[src/rtl/uart_regport.sv]
module uart_regport #(
  parameter int DIV_W     = 16,
  parameter int TXQ_DEPTH = 16,
  parameter int RXQ_DEPTH = 16
) (
  input  logic        clk,
  input  logic        rst_n,
  input  logic        bus_addr,
  input  logic        bus_wr,
  input  logic        bus_rd,
  input  logic [31:0] bus_wdata,
  output logic [31:0] bus_rdata,
  input  logic        rx_i,
  output logic        tx_o
);
  localparam int TQ_AW = (TXQ_DEPTH > 1) ? $clog2(TXQ_DEPTH) : 1;
  localparam int RQ_AW = (RXQ_DEPTH > 1) ? $clog2(RXQ_DEPTH) : 1;
  localparam int TQ_CW = $clog2(TXQ_DEPTH + 1);
  localparam int RQ_CW = $clog2(RXQ_DEPTH + 1);
  localparam logic [TQ_CW-1:0] TQ_FULL = TQ_CW'(TXQ_DEPTH);
  localparam logic [RQ_CW-1:0] RQ_FULL = RQ_CW'(RXQ_DEPTH);
  localparam logic [TQ_AW-1:0] TQ_LAST = TQ_AW'(TXQ_DEPTH - 1);
  localparam logic [RQ_AW-1:0] RQ_LAST = RQ_AW'(RXQ_DEPTH - 1);

  logic [DIV_W-1:0] div_q;
  logic [DIV_W:0]   bit_len, half;
  assign bit_len = {1'b0, div_q} + 1'b1;
  assign half    = bit_len >> 1;

  logic unused_wdata;
  assign unused_wdata = ^bus_wdata;

  always_ff @(posedge clk or negedge rst_n)
    if (!rst_n) div_q <= '0;
    else if (bus_wr && bus_addr) div_q <= bus_wdata[DIV_W-1:0];

  // transmit queue
  logic [7:0]       tq_mem [TXQ_DEPTH];
  logic [TQ_AW-1:0] tq_wp, tq_rp;
  logic [TQ_CW-1:0] tq_cnt;
  logic             tx_busy, tq_push, tq_pop;
  assign tq_push = bus_wr && !bus_addr && (tq_cnt != TQ_FULL);
  assign tq_pop  = !tx_busy && (tq_cnt != '0);

  always_ff @(posedge clk)
    if (tq_push) tq_mem[tq_wp] <= bus_wdata[7:0];

  always_ff @(posedge clk or negedge rst_n)
    if (!rst_n) begin
      tq_wp <= '0; tq_rp <= '0; tq_cnt <= '0;
    end else begin
      if (tq_push) tq_wp <= (tq_wp == TQ_LAST) ? '0 : tq_wp + 1'b1;
      if (tq_pop)  tq_rp <= (tq_rp == TQ_LAST) ? '0 : tq_rp + 1'b1;
      case ({tq_push, tq_pop})
        2'b10:   tq_cnt <= tq_cnt + 1'b1;
        2'b01:   tq_cnt <= tq_cnt - 1'b1;
        default: tq_cnt <= tq_cnt;
      endcase
    end

  // transmitter
  logic [9:0]     tsh;
  logic [3:0]     tbits;
  logic [DIV_W:0] tcnt;
  assign tx_o = tsh[0];

  always_ff @(posedge clk or negedge rst_n)
    if (!rst_n) begin
      tx_busy <= 1'b0; tsh <= '1; tbits <= '0; tcnt <= '0;
    end else if (tq_pop) begin
      tx_busy <= 1'b1; tsh <= {1'b1, tq_mem[tq_rp], 1'b0}; tbits <= '0; tcnt <= '0;
    end else if (tx_busy) begin
      if (tcnt == bit_len) begin
        tcnt <= '0;
        tsh  <= {1'b1, tsh[9:1]};
        if (tbits == 4'd9) tx_busy <= 1'b0;
        else               tbits   <= tbits + 1'b1;
      end else tcnt <= tcnt + 1'b1;
    end

  // receiver
  logic [1:0]     rsync;
  logic           rs, rprev, r_busy;
  logic [3:0]     rbits;
  logic [DIV_W:0] rcnt;
  logic [7:0]     rsh;
  logic           rq_push, rq_pop;
  logic [7:0]       rq_mem [RXQ_DEPTH];
  logic [RQ_AW-1:0] rq_wp, rq_rp;
  logic [RQ_CW-1:0] rq_cnt;
  assign rs      = rsync[1];
  assign rq_push = r_busy && (rcnt == '0) && (rbits == 4'd9) && rs && (rq_cnt != RQ_FULL);
  assign rq_pop  = bus_rd && !bus_addr && (rq_cnt != '0);

  always_ff @(posedge clk or negedge rst_n)
    if (!rst_n) begin
      rsync <= '1; rprev <= 1'b1; r_busy <= 1'b0; rbits <= '0; rcnt <= '0; rsh <= '0;
    end else begin
      rsync <= {rsync[0], rx_i};
      rprev <= rs;
      if (!r_busy) begin
        if (rprev && !rs) begin
          r_busy <= 1'b1; rbits <= '0;
          rcnt   <= (half != '0) ? half - 1'b1 : '0;
        end
      end else if (rcnt != '0) begin
        rcnt <= rcnt - 1'b1;
      end else begin
        rcnt <= bit_len;
        if (rbits == 4'd0) begin
          if (rs) r_busy <= 1'b0;
          else    rbits  <= 4'd1;
        end else if (rbits != 4'd9) begin
          rsh   <= {rs, rsh[7:1]};
          rbits <= rbits + 1'b1;
        end else r_busy <= 1'b0;
      end
    end

  always_ff @(posedge clk)
    if (rq_push) rq_mem[rq_wp] <= rsh;

  always_ff @(posedge clk or negedge rst_n)
    if (!rst_n) begin
      rq_wp <= '0; rq_rp <= '0; rq_cnt <= '0;
    end else begin
      if (rq_push) rq_wp <= (rq_wp == RQ_LAST) ? '0 : rq_wp + 1'b1;
      if (rq_pop)  rq_rp <= (rq_rp == RQ_LAST) ? '0 : rq_rp + 1'b1;
      case ({rq_push, rq_pop})
        2'b10:   rq_cnt <= rq_cnt + 1'b1;
        2'b01:   rq_cnt <= rq_cnt - 1'b1;
        default: rq_cnt <= rq_cnt;
      endcase
    end

  assign bus_rdata = bus_addr        ? 32'(div_q) :
                     (rq_cnt == '0)  ? 32'h8000_0000 :
                                       {24'b0, rq_mem[rq_rp]};
endmodule

[config.mk]
export PLATFORM = sky130hd
export DESIGN_NAME = uart_regport
export DESIGN_NICKNAME = d
export VERILOG_FILES = /design/src/rtl/uart_regport.sv
export SDC_FILE = /design/constraint.sdc
export NUM_CORES = 1
export LEC_CHECK = 0
export BUFFER_PORTS_ARGS = -buffer_cell sky130_fd_sc_hd__buf_2
export CAP_MARGIN = 10
export CORE_MARGIN = 1
export CORE_UTILIZATION = 55
export CTS_CLUSTER_DIAMETER = 60
export DETAILED_ROUTE_END_ITERATION = 12
export GPL_ROUTABILITY_DRIVEN = 0
export PLACE_DENSITY = 0.72
export SKIP_LAST_GASP = 1
export SLEW_MARGIN = 5
export SYNTH_ARGS = -nofsm -noshare
export SYNTH_HDL_FRONTEND = slang
export SYNTH_SLANG_ARGS = --single-unit
[constraint.sdc]
create_clock -name clk -period 8.6 [get_ports clk]
set_input_delay 1.72 -clock clk [delete_from_list [all_inputs] [get_ports clk]]
set_output_delay 1.72 -clock clk [all_outputs]
set_load 0.005 [all_outputs]
==> results.cfg <==
[yosys]
synthCells = 1239
synth.distinct_cells = 81
synthArstFlopShare_pct = 29.28
ys.warnings.count = 0
synth_flop_cell = edfxtp_1
synth_area_sq_um = 17210
synth-seq-area-share_pct = 60.16
yosys_register_bits = 362
avgSynthCellArea_sq_um = 13.89
synth_edf_count = 256

[place]
hpwl_um = 23710
place_ws_ps = 3807
port_buffers = 39
placed_cells = 1606

[run_status]
status = completed

[clock_tree]
path_clk_slew_ps = 60
cts_setup_buffers = 0
cts_tree = built
numCtsBuffers = 38
htreeDepth = 2
cts.sinks = 362
cts-resized-gates = 0
clock_tree.root_cell = clkbuf_16
ctsHoldBuffers = 0
insertion_delay_ps = 540
clockBufferDepth = 3

[grt]
grtUsageTotal_pct = 23.88
grt_pass1_vias = 10050
antenna_found_initial = 2
grt_start_max_net_pins = 65
grt_pass1_wl_um = 57370
gr-total-overflow = 0

[sta]
relSlewSlack_pct = 35.13
finClkSkew_ps = 22.06
fmax_mhz = 208.1
timing.final.ws_setup_ps = 3795
rsz0062_at_grt = false
tns_ps = 0
whs_ps = 356.0
worst_pin_slew_ps = 969.5
fin_crit_ps = 4805
slew_violations = 0
finalHoldViolations = 0
finalSetupViolCount = 0
period_share_pct = 55.88

[floorplanning]
die_area_sq_um = 32010
num_rows = 64
ios = 71
initial_core_util_pct = 56.12
core_sq_um = 30670
fp.dieW_um = 178.9
die_h_um = 178.9

[critical_path]
worst_ep_arrival_time_ps = 3090
end_kind = primary output
critPathMaxFanout = 20
critPathKind = in -> out
cp-start-kind = primary input
required_ps = 6880

[flow_run]
drv_cap = 0

[route]
wl_per_cell_um = 21.98
final_antenna_net_count = 0
dr.first_iter.drc_count = 929
drtPass1Iterations = 5
vias = 10340
via_per_inst = 6.168
drc = 0
totalWireLength_um = 36860

[final_layout]
nets = 1317
fillers = 2238
drive_above_1_share_pct = 19.06
areaGrowthSynthToFinish_pct = 9.697
final_cells = 1677
utilization_pct = 61.57

[worst_hold_path]
hold_path_class = reg -> reg

[pwr]
leakage_nw = 6.768
max-vdd-ir-drop_v = 0.0001688
power.density_nw_per_um2 = 267.5
==> logic make-up (layout without fill, tap and decap cells) <==
logic type / count (synthesis) / after routing / synth area share [%]
flops: 362 / 362 / 60.16
simple gates: 351 / 351 / 10.84
compound gates: 183 / 183 / 6.906
mux: 125 / 125 / 13.29
buf+inv: 120 / 147 / 3.133
xor+xnor: 68 / 68 / 3.504
fa+ha+maj: 29 / 29 / 2.152
other cells: 1 / 16 / 0.02179
==> path summary, 6_finish.rpt <==
check	end	depth (start not counted)	startpoint	slack [ps]
min	rsync[1]	0	rsync[0]	360
max in group asynchronous	tq_rp[0]	2	rst_n	6100
max reg2reg	tcnt[11]	9	div_q[0]	4410
min reg2reg	rsync[1]	0	rsync[0]	360
max	bus_rdata[4]	4	bus_addr	3790
min in group asynchronous	rbits[1]	1	rst_n	1180
==> cell type report <==
type / instances / area, sq um / share of cell area, %
repair buffers: 46 / 250.2 / 1.325
well taps: 396 / 495.5 / 2.624
clock buffers: 46 / 1012 / 5.361
multi-input cells: 771 / 6371 / 33.74
flip-flops and latches: 362 / 10360 / 54.85
clock inverters: 24 / 276.5 / 1.464
inverters: 31 / 116.4 / 0.6163
diodes: 1 / 2.502 / 0.01325
==> sequential cells by signal, indices dropped and copies added, names as in the netlist, 5 cells and up <==
signal,count
div_q,16
rcnt,17
rq_mem,128
tcnt,17
tsh,9
tq_mem,128
rq_cnt,5
rsh,8
tq_cnt,5
==> critical path, stage by stage <==
cell and delay, ps:
buf_2 240, a21oi_1 670, a22o_1 300, buf_2 140
==> stage by stage <==
step                instance area [sq um]  total power [mW]
floorplan                           17270             3.104
global placement                    17590             3.363
detailed placement                  17590             3.396
CTS                                 18880             5.085
global route                        18880             5.288
finish                              18880             5.051
==> cells in the mapped netlist, types with 6 or more instances <==
library cell / count / share of area (%)
a21o_1: 7 / 0.31
a21oi_1: 38 / 1.1
a22o_1: 13 / 0.66
a31oi_1: 6 / 0.22
a32oi_1: 8 / 0.41
and2_1: 39 / 1.4
and3_1: 13 / 0.47
buf_1: 10 / 0.22
buf_2: 13 / 0.38
buf_4: 15 / 0.65
clkbuf_1: 48 / 1.0
dfrtp_1: 94 / 14
dfstp_2: 12 / 1.8
edfxtp_1: 256 / 45
ha_1: 28 / 2.0
inv_1: 31 / 0.68
mux2_2: 28 / 1.8
mux2i_1: 17 / 0.99
mux4_2: 80 / 10
nand2_1: 106 / 2.3
nand2b_1: 15 / 0.55
nand3_1: 37 / 1.1
nand4_1: 16 / 0.58
nor2_1: 45 / 0.98
nor2b_1: 7 / 0.25
nor3_1: 16 / 0.47
nor4_1: 7 / 0.25
o211ai_1: 6 / 0.26
o21ai_0: 54 / 1.6
or3_1: 9 / 0.33
xnor2_1: 38 / 1.9
xor2_1: 29 / 1.5
==> per-layer routing <==
| layer | up-vias | global-route usage, % | part of all wire (%) |
|---|---|---|---|
| li1 | 4697 | - | - |
| met1 | 5257 | 32.84 | 43 |
| met2 | 324 | 39.09 | 49 |
| met3 | 64 | 4.368 | 5.7 |
| met4 | 2 | 6.638 | 2.1 |
| met5 | - | 0 | 0.035 |
==> where the power goes <==
group          switching (mW)  total [mW]  leakage [nW]  internal (mW)
registers               0.209        2.24          3.65           2.03
logic                   0.579        1.12          2.50          0.541
clock network           0.691        1.69         0.621          0.998
==> layout by cell type, fill, tap and decap left out, types with 6 or more instances in the layout <==
cell type / count
xor2_1: 29
clkbuf_16: 39
mux4_2: 80
dfrtp_1: 92
a32oi_1: 8
conb_1: 15
and2_1: 39
mux2i_1: 17
clkbuf_1: 6
a31oi_1: 6
ha_1: 28
a21o_1: 7
dfstp_2: 12
nor2_1: 45
nor3_1: 16
buf_4: 8
nor4_1: 7
or3_1: 9
nand4_1: 16
nand2_1: 106
edfxtp_1: 256
a22o_1: 13
nand2b_1: 15
and3_1: 13
nor2b_1: 7
inv_1: 31
mux2_2: 28
o21ai_0: 54
clkinv_1: 7
xnor2_1: 38
a21oi_1: 38
buf_2: 38
nand3_1: 37
o211ai_1: 6
(Power assumes the default switching activity.)
